File: src/rtl/rcstack_pkg.sv
package rcstack_pkg;
   typedef enum logic [2:0] {
      OP_PUSH = 3'd0,
      OP_ADD  = 3'd1,
      OP_SUB  = 3'd2,
      OP_MUL  = 3'd3,
      OP_DIV  = 3'd4
   } rc_op_e;

   typedef enum logic [1:0] {
      ST_IDLE  = 2'd0,
      ST_SPILL = 2'd1,
      ST_FILL  = 2'd2
   } rc_state_e;
endpackage

File: src/rtl/rcstack_alu.sv
module rcstack_alu
   import rcstack_pkg::*;
#(
   parameter int DW = 32
) (
   input  logic [2:0]    op,
   input  logic [DW-1:0] lhs,
   input  logic [DW-1:0] rhs,
   output logic [DW-1:0] res,
   output logic          div_zero
);
   localparam logic [DW-1:0] MOST_NEG = {1'b1, {(DW-1){1'b0}}};
   localparam logic [DW-1:0] ALL_ONES = '1;
   localparam logic [DW-1:0] ONE      = {{(DW-1){1'b0}}, 1'b1};

   logic [DW-1:0] safe_rhs;
   logic [DW-1:0] quot;

   // Divider guarded against zero and against the one overflowing quotient
   always_comb begin
      safe_rhs = (rhs == '0) ? ONE : rhs;
      if (lhs == MOST_NEG && rhs == ALL_ONES) begin
         quot = MOST_NEG;
      end else begin
         quot = $signed(lhs) / $signed(safe_rhs);
      end
   end

   always_comb begin
      div_zero = (op == OP_DIV) && (rhs == '0);
      case (op)
         OP_ADD:  res = lhs + rhs;
         OP_SUB:  res = lhs - rhs;
         OP_MUL:  res = lhs * rhs;
         OP_DIV:  res = quot;
         default: res = lhs;
      endcase
   end
endmodule

File: src/rtl/rcstack_ram.sv
module rcstack_ram #(
   parameter int  DW    = 32,
   parameter int  DEPTH = 16,
   localparam int AW    = $clog2(DEPTH)
) (
   input  logic          clk,
   input  logic          we,
   input  logic [AW-1:0] waddr,
   input  logic [DW-1:0] wdata,
   input  logic          re,
   input  logic [AW-1:0] raddr,
   output logic [DW-1:0] rdata
);
   logic [DW-1:0] mem [DEPTH];

   always_ff @(posedge clk) begin
      if (we) begin
         mem[waddr] <= wdata;
      end
      if (re) begin
         rdata <= mem[raddr];
      end
   end
endmodule

File: src/rtl/rcstack_window.sv
module rcstack_window #(
   parameter int  DW   = 32,
   parameter int  NREG = 2,
   localparam int WCW  = $clog2(NREG + 1)
) (
   input  logic           clk,
   input  logic           rst_n,
   input  logic [DW-1:0]  din,
   input  logic           wr_en,
   input  logic [WCW-1:0] wr_idx,
   input  logic           shift_dn,
   input  logic           shift_up,
   input  logic           cnt_inc,
   input  logic           cnt_dec,
   output logic [WCW-1:0] cnt,
   output logic [DW-1:0]  top,
   output logic [DW-1:0]  second,
   output logic [DW-1:0]  bottom
);
   // Index 0 holds the oldest entry in the window; index cnt-1 the top.
   logic [NREG-1:0][DW-1:0] ent;

   for (genvar gi = 0; gi < NREG; gi++) begin : g_ent
      logic [DW-1:0] from_above;
      logic [DW-1:0] from_below;

      if (gi == NREG - 1) begin : g_hi
         assign from_above = din;
      end else begin : g_lo
         assign from_above = ent[gi+1];
      end

      if (gi == 0) begin : g_base
         assign from_below = din;
      end else begin : g_rest
         assign from_below = ent[gi-1];
      end

      always_ff @(posedge clk or negedge rst_n) begin
         if (!rst_n) begin
            ent[gi] <= '0;
         end else if (shift_up) begin
            ent[gi] <= from_below;
         end else if (shift_dn) begin
            ent[gi] <= from_above;
         end else if (wr_en && wr_idx == WCW'(gi)) begin
            ent[gi] <= din;
         end
      end
   end

   always_ff @(posedge clk or negedge rst_n) begin
      if (!rst_n) begin
         cnt <= '0;
      end else if (cnt_inc) begin
         cnt <= cnt + WCW'(1);
      end else if (cnt_dec) begin
         cnt <= cnt - WCW'(1);
      end
   end

   always_comb begin
      top    = '0;
      second = '0;
      for (int i = 0; i < NREG; i++) begin
         if (cnt == WCW'(i + 1)) top    = ent[i];
         if (cnt == WCW'(i + 2)) second = ent[i];
      end
      bottom = ent[0];
   end
endmodule

File: src/rtl/rcstack_eval.sv
module rcstack_eval
   import rcstack_pkg::*;
#(
   parameter int  DW        = 32,
   parameter int  NREG      = 2,
   parameter int  MEM_DEPTH = 16,
   parameter int  CNT_W     = 16,
   localparam int DEPTH_W   = $clog2(NREG + MEM_DEPTH + 1)
) (
   input  logic               clk,
   input  logic               rst_n,
   input  logic               cmd_valid,
   input  logic [2:0]         cmd_op,
   input  logic [DW-1:0]      cmd_data,
   output logic               ready,
   output logic [DW-1:0]      tos,
   output logic [DEPTH_W-1:0] depth,
   output logic [CNT_W-1:0]   spill_count,
   output logic [CNT_W-1:0]   fill_count,
   output logic               err
);
   localparam int WCW = $clog2(NREG + 1);
   localparam int MAW = $clog2(MEM_DEPTH);
   localparam int MCW = $clog2(MEM_DEPTH + 1);

   if (NREG < 2) begin : g_bad_nreg
      $error("rcstack_eval: NREG must be at least 2");
   end
   if (MEM_DEPTH < 2) begin : g_bad_mem
      $error("rcstack_eval: MEM_DEPTH must be at least 2");
   end
   if (DW < 2) begin : g_bad_dw
      $error("rcstack_eval: DW must be at least 2");
   end
   if (CNT_W < 1) begin : g_bad_cnt
      $error("rcstack_eval: CNT_W must be at least 1");
   end

   rc_state_e        state_q, state_d;
   logic [DW-1:0]    pend_q;
   logic [MCW-1:0]   mcnt_q;
   logic [CNT_W-1:0] spill_q, fill_q;
   logic             err_q;

   logic [WCW-1:0]   win_cnt;
   logic [DW-1:0]    win_top, win_second, win_bottom, win_din;
   logic             wr_en, shift_dn, shift_up, cnt_inc, cnt_dec;
   logic [WCW-1:0]   wr_idx;

   logic             ram_we, ram_re;
   logic [MAW-1:0]   ram_waddr, ram_raddr;
   logic [DW-1:0]    ram_rdata;

   logic [DW-1:0]    alu_res;
   logic             alu_dz;

   logic             err_set, pend_ld, mcnt_inc, mcnt_dec;
   logic             win_full, mem_full, mem_any, is_arith;

   rcstack_window #(.DW(DW), .NREG(NREG)) u_window (
      .clk      (clk),
      .rst_n    (rst_n),
      .din      (win_din),
      .wr_en    (wr_en),
      .wr_idx   (wr_idx),
      .shift_dn (shift_dn),
      .shift_up (shift_up),
      .cnt_inc  (cnt_inc),
      .cnt_dec  (cnt_dec),
      .cnt      (win_cnt),
      .top      (win_top),
      .second   (win_second),
      .bottom   (win_bottom)
   );

   rcstack_ram #(.DW(DW), .DEPTH(MEM_DEPTH)) u_ram (
      .clk   (clk),
      .we    (ram_we),
      .waddr (ram_waddr),
      .wdata (win_bottom),
      .re    (ram_re),
      .raddr (ram_raddr),
      .rdata (ram_rdata)
   );

   rcstack_alu #(.DW(DW)) u_alu (
      .op       (cmd_op),
      .lhs      (win_second),
      .rhs      (win_top),
      .res      (alu_res),
      .div_zero (alu_dz)
   );

   assign win_full  = (win_cnt == WCW'(NREG));
   assign mem_full  = (mcnt_q == MCW'(MEM_DEPTH));
   assign mem_any   = (mcnt_q != '0);
   assign is_arith  = (cmd_op >= 3'(OP_ADD)) && (cmd_op <= 3'(OP_DIV));
   assign ram_waddr = mcnt_q[MAW-1:0];
   assign ram_raddr = MAW'(mcnt_q - MCW'(1));

   always_comb begin
      state_d  = state_q;
      wr_en    = 1'b0;
      wr_idx   = '0;
      shift_dn = 1'b0;
      shift_up = 1'b0;
      cnt_inc  = 1'b0;
      cnt_dec  = 1'b0;
      win_din  = cmd_data;
      ram_we   = 1'b0;
      ram_re   = 1'b0;
      err_set  = 1'b0;
      pend_ld  = 1'b0;
      mcnt_inc = 1'b0;
      mcnt_dec = 1'b0;
      case (state_q)
         ST_IDLE: begin
            if (cmd_valid) begin
               if (cmd_op == 3'(OP_PUSH)) begin
                  if (!win_full) begin
                     wr_en   = 1'b1;
                     wr_idx  = win_cnt;
                     cnt_inc = 1'b1;
                  end else if (mem_full) begin
                     err_set = 1'b1;
                  end else begin
                     pend_ld = 1'b1;
                     state_d = ST_SPILL;
                  end
               end else if (is_arith) begin
                  if (win_cnt < WCW'(2) || alu_dz) begin
                     err_set = 1'b1;
                  end else begin
                     wr_en   = 1'b1;
                     wr_idx  = win_cnt - WCW'(2);
                     win_din = alu_res;
                     cnt_dec = 1'b1;
                     if (mem_any) begin
                        ram_re  = 1'b1;
                        state_d = ST_FILL;
                     end
                  end
               end else begin
                  err_set = 1'b1;
               end
            end
         end
         ST_SPILL: begin
            ram_we   = 1'b1;
            shift_dn = 1'b1;
            win_din  = pend_q;
            mcnt_inc = 1'b1;
            state_d  = ST_IDLE;
         end
         ST_FILL: begin
            shift_up = 1'b1;
            cnt_inc  = 1'b1;
            win_din  = ram_rdata;
            mcnt_dec = 1'b1;
            state_d  = ST_IDLE;
         end
         default: state_d = ST_IDLE;
      endcase
   end

   always_ff @(posedge clk or negedge rst_n) begin
      if (!rst_n) begin
         state_q <= ST_IDLE;
         pend_q  <= '0;
         mcnt_q  <= '0;
         spill_q <= '0;
         fill_q  <= '0;
         err_q   <= 1'b0;
      end else begin
         state_q <= state_d;
         if (pend_ld) begin
            pend_q <= cmd_data;
         end
         if (mcnt_inc) begin
            mcnt_q  <= mcnt_q + MCW'(1);
            spill_q <= spill_q + CNT_W'(1);
         end
         if (mcnt_dec) begin
            mcnt_q <= mcnt_q - MCW'(1);
            fill_q <= fill_q + CNT_W'(1);
         end
         if (err_set) begin
            err_q <= 1'b1;
         end
      end
   end

   assign ready       = (state_q == ST_IDLE);
   assign tos         = win_top;
   assign depth       = DEPTH_W'(win_cnt) + DEPTH_W'(mcnt_q);
   assign spill_count = spill_q;
   assign fill_count  = fill_q;
   assign err         = err_q;
endmodule

File: config.mk
export PLATFORM = sky130hd
export DESIGN_NAME = rcstack_eval
export DESIGN_NICKNAME = d
export VERILOG_FILES = /design/src/rtl/rcstack_pkg.sv /design/src/rtl/rcstack_alu.sv /design/src/rtl/rcstack_ram.sv /design/src/rtl/rcstack_window.sv /design/src/rtl/rcstack_eval.sv
export SDC_FILE = /design/constraint.sdc
export NUM_CORES = 2
export LEC_CHECK = 0
export ABC_AREA = 1
export BUFFER_PORTS_ARGS = -buffer_cell sky130_fd_sc_hd__clkbuf_2
export CAP_MARGIN = 20
export CORE_AREA = 2 2 422 340
export DETAILED_ROUTE_END_ITERATION = 12
export DIE_AREA = 0 0 424 342
export PLACE_DENSITY = 0.72
export SLEW_MARGIN = 20
export SYNTH_ARGS = -nofsm -noshare
export SYNTH_HDL_FRONTEND = slang
export SYNTH_SLANG_ARGS = --single-unit
File: constraint.sdc
create_clock -name clk -period 87.6 [get_ports clk]
set_input_delay 17.52 -clock clk [delete_from_list [all_inputs] [get_ports clk]]
set_output_delay 17.52 -clock clk [all_outputs]
set_load 0.005 [all_outputs]
# After elaboration in Yosys (flattened, before gate mapping)
# Memory sizes are Yosys's and may differ from the RTL's. A register that Yosys moved wholly into a read port is not among the register bits.
# Index checks and enable logic that the tools add are counted.
totals:
  regBits: 138
  mem_bits_rw: 512
  inputBits: 38
  output_inout_bits: 71
  elab_cells: 130
  memories: 1
op_classes:
  add_sub_neg: 10
  multipliers: 1
  div_mod_pow: 1
  magnitude_cmp: 3
  n_eq_ne: 19
  n_mux: 70
  n_reduce_logical: 16
memory_table:
  columns: ["name", "depth", "word_bits", "rd", "rd_clocked_by_memory_dff", "write_ports", "line", "text"]
  rows:
  - ["u_ram.mem", 16, 32, 1, 1, 1, "rcstack_ram.sv:14", "logic [DW-1:0] mem [DEPTH];"]
op_table:
  columns: ["operator", "n"]
  rows:
  - ["2-to-1 mux 32 bit", 16]
  - ["one-hot mux 32 bit (4 select lines)", 1]
  - ["one-hot mux 32 bit (3 select lines)", 1]
  - ["equality test 32 bit, second input constant", 2]
  - ["2-to-1 mux 1 bit", 33]
  - ["adder 16 x 1 -> 16 bit, second input constant", 2]
  - ["adder 32 bit", 1]
  - ["divider 32 x 32 -> 32 bit", 1]
  - ["zero test 32 bit", 1]
  - ["multiplier 32 x 32 -> 32 bit", 1]
  - ["2-to-1 mux 2 bit", 16]
  - ["subtractor 32 bit", 1]
  - ["2-to-1 mux 5 bit", 2]
  - ["!= test 3 bit, second input constant", 3]
  - ["equality test 2 x 1 -> 1 bit, second input constant", 3]
  - ["equality test 2 bit, second input constant", 3]
  - ["equality test 3 x 2 -> 1 bit, second input constant", 2]
  - ["!= test 3 x 1 -> 1 bit, second input constant", 2]
  - ["AND reduction 6 bit", 1]
  - ["nonzero test 3 bit", 2]
  - ["adder 2 x 5 -> 5 bit", 1]
  - ["adder 5 x 1 -> 5 bit, second input constant", 1]
  - ["equality test 5 bit, second input constant", 1]
  - ["logical AND 1 bit", 5]
  - ["other kinds (16)", 18]

# Logic depth before layout (Yosys ltp)
depth:
  word_depth: 16
  depth_mapped: 739
  ltp_nobuf: 724

# Modules after synthesis
# From an unflattened synthesis, not the netlist that was laid out.
unflattened:
  cells_unflattened: 11394
  area_unflattened_um2: 81723.4
modules_own_cells:
  columns: ["module", "instances", "cells_per_inst", "area_each_um2", "seq_area_each_um2"]
  rows:
  - ["rcstack_alu", 1, 7927, 49080.8, 0.0]
  - ["rcstack_ram", 1, 2120, 23050.9, 16335.7]
  - ["rcstack_eval", 1, 658, 4948.5, 1801.7]
  - ["rcstack_window", 1, 689, 4643.2, 1651.6]

# Least setup slack after synthesis
# OpenSTA, ideal clock, no wires.
synth_timing:
  path_type: "register to register"
  start: "register u_window.cnt[0]"
  end: "register u_window.ent, in the netlist u_window.g_ent[0].from_above[24]"
  setup_time_ps: 117
  arrival_time_ps: 83662
  t_required_ps: 87483
  path_slack_ps: 3822
  stages_incl_launch_ff: 709
  path_buffers: 19
  period_less_slack_ps: 83778
  path_cell_list: "dfrtp_1 -> inv_1 -> ha_1 -> buf_6 -> nand2_1 -> o21ai_2 -> buf_2 -> inv_2 -> clkbuf_1 -> ha_1 -> inv_1 -> nor2_1 -> nand2_1 -> nor2_1 -> nand3_1 -> nand2_1 -> inv_1 -> ha_1 -> [... 673 more ...] -> nand3_1 -> o21ai_1 -> nand2_1 -> o21a_1 -> a21oi_2 -> o21ai_1 -> a21oi_2 -> o21ai_1 -> nor2_1 -> nand2_1 -> nand2_1 -> o21ai_1 -> o211ai_1 -> nand2_1 -> o21ai_2 -> nand2_1 -> nand2_1 -> nand2_1"
synth_via:
  elab_chain_cells: 16
  elab_cells_between_ends: 45
  cone_classes: "add/sub (3); mul (1); div (1); order compare (1); eq/ne (6); mux (27); reduce/logical (6)"
synth_lines:
  columns: ["item", "line", "text"]
  rows:
  - ["start, declared", "rcstack_window.sv:15", "output logic [WCW-1:0] cnt,"]
  - ["start signal, assigned", "rcstack_window.sv:56", "cnt <= cnt + WCW'(1);"]
  - ["start signal, assigned", "rcstack_window.sv:58", "cnt <= cnt - WCW'(1);"]
  - ["equality test 2 x 1 -> 1 bit", "rcstack_window.sv:66", "if (cnt == WCW'(i + 1)) top = ent[i];"]
  - ["2-to-1 mux 32 bit (2 in a row)", "rcstack_window.sv:66", null]
  - ["zero test 32 bit", "rcstack_alu.sv:21, rcstack_alu.sv:30", null]
  - ["2-to-1 mux 32 bit", "rcstack_alu.sv:21", "safe_rhs = (rhs == '0) ? ONE : rhs;"]
  - ["divider 32 x 32 -> 32 bit", "rcstack_alu.sv:25", "quot = $signed(lhs) / $signed(safe_rhs);"]
  - ["2-to-1 mux 32 bit", "rcstack_alu.sv:22", "if (lhs == MOST_NEG && rhs == ALL_ONES) begin"]
  - ["one-hot mux 32 bit (4 select lines)", "rcstack_alu.sv:31", "case (op)"]
  - ["2-to-1 mux 32 bit", "rcstack_eval.sv:131", "if (win_cnt < WCW'(2) || alu_dz) begin"]
  - ["2-to-1 mux 32 bit", "rcstack_eval.sv:130", "end else if (is_arith) begin"]
  - ["2-to-1 mux 32 bit", "rcstack_eval.sv:119", "if (cmd_op == 3'(OP_PUSH)) begin"]
  - ["2-to-1 mux 32 bit", "rcstack_eval.sv:118", "if (cmd_valid) begin"]
  - ["one-hot mux 32 bit (3 select lines)", "rcstack_eval.sv:116", "case (state_q)"]
  - ["2-to-1 mux 32 bit", "rcstack_window.sv:46", "end else if (wr_en && wr_idx == WCW'(gi)) begin"]
  - ["2-to-1 mux 32 bit", "rcstack_window.sv:44", "end else if (shift_dn) begin"]
  - ["2-to-1 mux 32 bit", "rcstack_window.sv:42", "end else if (shift_up) begin"]
  - ["end signal, assigned by index", "rcstack_window.sv:43", "ent[gi] <= from_below;"]
  - ["end signal, assigned by index", "rcstack_window.sv:45", "ent[gi] <= from_above;"]
  - ["end signal, assigned by index", "rcstack_window.sv:47", "ent[gi] <= din;"]
  - ["end, declared", "rcstack_window.sv:21", "logic [NREG-1:0][DW-1:0] ent;"]
# Several ways; a longest one is shown, not always the timed one. The select of a mux whose other input is x is not followed.
# A chain may end at the register's enable or synchronous reset.

==> results.md <==
- Post-synthesis sequential area ratio: 26.16%
- Multi-input gate area: around 51000 µm²
- Placer congestion estimate: around 1.1
- Worst EP arrival: about 83 ns
- Syn Std Cell Area: about 76000 µm²
- Synthesized-area fraction occupied by adder cells: around 23%
- Share of flip-flops with an asynchronous set or reset: 20.23%
- Top cells by area, synth: edfxtp_1 22%, ha_1 12%, nand2_1 11%
- Die height: around 340 µm
- Tmin final: between 80 and 90 ns
- Reg area: ~20000 µm²
- Number of synthesized flops with an enable pin: between 500 and 600
- Initial antenna violation count: 14
- Syn_nets: around 11k
- Share of the synthesized area in the top cell type: 21.60%
- Ys Warns: 0
- Worst slew pin tran: about 1.3 ns
- H-tree depth: 2
- Worst hold slack: around 0.47 ns
- Initial Util: 53.46%
- Fin crit share: a little over nine tenths
- Delay-heaviest family, CP: compound AO/OA/AOI/OAI gates
- Final hold vios: 0
- Post-synthesis cell type count: 78
- Post-Syn Area per Cell: between 7 and 8 µm²
- Slew headroom: approximately a tenth
- Commonest cells post-synth: 2205 x nand2_1, 1506 x inv_1, 808 x nor2_1
- Num rows: about 120
- Final Util: 61.10%
- Flops & latches, synth: ~680
- Total number of vias: 72.65k
- Critical path class: reg -> reg
- DR DRC count: 0
- Fraction of layout cells with a size suffix above 1: approximately 16%
- Startpoint types: flip-flop
- Largest family of logic cells by synthesized area: adder cells
- Crit-path max FO: 13
- Post-synthesis xor/xnor area fraction: roughly 5.5%
- Vias per cell: slightly below 6
- Clock skew: 0.03176 ns
- Drt first-iter violations: between 8k and 9k
- Fill count: between 10k and 15k
- DPL Wire Length: about 210000 µm
- DR pass1 iterations: 8
- Highest clock rate: 0.01209 GHz
- Core Footprint: about 140000 µm²
- Area leader, netlist: edfxtp_1
- Synth Area in Simple Gates: about a fifth
- Post-Synthesis Cells: approximately 10k
- Crit-path slowest cell: a21oi_1
- Max-cap viol count: 0
- Largest net degree at the start of global routing: 156
- HP Class: reg -> reg
- Critical Path RT: just under 90 ns
- Root Buffer: clkbuf_16
- Gr ovfl total: 0
- Overall global routing resource usage: 38.73%
- Synth Area in Compound Gates: around 14%
- Mux contribution to synthesized area: less than 1%
- Final layout net count: between 10k and 15k
- Worst Setup End Kind: flip-flop
- CTS buffer count: just under 60
- Count of final setup violators: 0
- Clock Pin Slew Worst Setup and Hold Paths: around 0.07 ns
- Outcome: complete, no violations
- Crit path largest cell delay: ~0.73 ns
- Post-route ant nets: 0
- CTS Sinks: slightly below 700
- Ys flop type: edfxtp_1
- PortBufs: 108
- Worst-case clock buffer depth: 3
- Most frequent cell after synthesis: nand2_1
- Skew-Pair Late Insertion Delay: about 0.67 ns
- Total Wirelength: 293000 µm
- Dominant cell type by count on the critical path: nand2_1
- Fin. max-slew vios: 0
- Die footprint: about 150000 µm²
- IO Pins: around 110
- Worst Path Buf+Inv: 97
- Setup TNS: 0 ns
- Vias in the first global route: just under 70k
- Wirelength per Cell: 23.94 µm
- First-pass GRT wire length: about 420000 µm
- CTS tree: yes
- P&R area growth vs syn: 14.29%
- Chip width: around 420 µm
worst paths after layout:
check                                            startpoint                              end  slack [ns]  cells after the start
worst max-delay path            u_window.cnt[1]$_DFFE_PN0P_  u_window.bottom[17]$_DFFE_PN0P_        4.92                    697
min in group asynchronous                             rst_n        fill_count[3]$_DFFE_PN0P_       16.93                      1
worst min register to register  spill_count[15]$_DFFE_PN0P_      spill_count[15]$_DFFE_PN0P_        0.47                      1
max in group asynchronous                             rst_n  u_window.bottom[30]$_DFFE_PN0P_       69.18                      2
worst max register to register  u_window.cnt[1]$_DFFE_PN0P_  u_window.bottom[17]$_DFFE_PN0P_        4.92                    697
worst min-delay path            spill_count[15]$_DFFE_PN0P_      spill_count[15]$_DFFE_PN0P_        0.47                      1
state kept, by name, summed over array words and instances, names as in the netlist, 5 cells and up:
name,cells
u_ram.mem,512
spill_count,16
u_ram.rdata,32
pend_q,32
mcnt_q,5
fill_count,16
u_window.bottom,32
u_window.g_ent.from_above,32
per-layer routing:
metal | GRT usage, % | vias up | part of all wire [%]
li1 | - | 33094 | -
met1 | 52.43 | 34766 | 40
met2 | 58.63 | 3954 | 43
met3 | 9.201 | 825 | 11
met4 | 18.03 | 10 | 5.8
met5 | 0 | - | 0.024
repair_timing:
| action | in CTS | in global routing |
|---|---|---|
| setup endpoints to repair | 64 | 64 |
| pin swaps | 3 | 254 |
| gates cloned | 3 | 14 |
| resized for setup | 48 | 588 |
| hold buffers | 0 | 0 |
| buffers inserted | 2 | 155 |
cell families after synthesis:
logic type / count (synthesis)
AO/OA/AOI/OAI: 1829
AND/OR/NAND/NOR: 3767
adder cells (fa/ha/maj): 1116
multiplexers: 75
buffers and inverters: 1920
XOR/XNOR: 474
flip-flops: 682
worst register-to-register path: cells and delay by family, from the launching register on:
kind / cells / cell delay (ns)
buffers and inverters: 97 / 8.38
AND/OR/NAND/NOR: 325 / 30.38
AO/OA/AOI/OAI: 242 / 34.70
flip-flops: 1 / 0.45
adder cells (fa/ha/maj): 33 / 8.63
layout make-up:
type / instances / share of cell area, %
flip-flops and latches: 682 / 22.90
inverters: 1550 / 6.808
clock buffers: 81 / 1.803
well taps: 1890 / 2.735
diodes: 5 / 0.01447
multi-input cells: 7267 / 58.91
repair inverters: 2 / 0.02460
clock inverters: 31 / 0.4501
repair buffers: 729 / 6.355
cells in the final DEF (no fill, tap or decap), types with 38 or more instances in the layout:
cell	instances
fa_1	410
or2_2	114
ha_4	39
nand2_1	2108
a21oi_1	492
clkbuf_16	65
mux2i_1	75
xnor2_1	194
o22ai_1	68
inv_2	47
o21ai_2	97
nand2_2	137
nand2_4	41
dfrtp_1	136
buf_4	585
o221ai_1	52
xor2_1	276
o21ai_0	579
nor2_1	756
o211ai_1	39
nand3_1	299
edfxtp_1	544
nand4_1	63
a21oi_2	110
nor3_1	70
ha_1	664
clkbuf_2	107
o21ai_1	84
nor2_4	38
nor2_2	40
inv_1	1479
per-stage QoR:
step	setup slack, ns	cell area (µm²)	cells
finish	4.919	86450	12237
global route	-1.914	86440	12232
CTS	0.03281	82760	12063
detailed placement	-2.683	80610	11946
global placement	-0.7100	80610	11946
floorplan	3.822	75640	9863
Power is left out: the tool's default activity adds up to more than one toggle a clock period on the data nets, which glitch-free logic cannot reach.
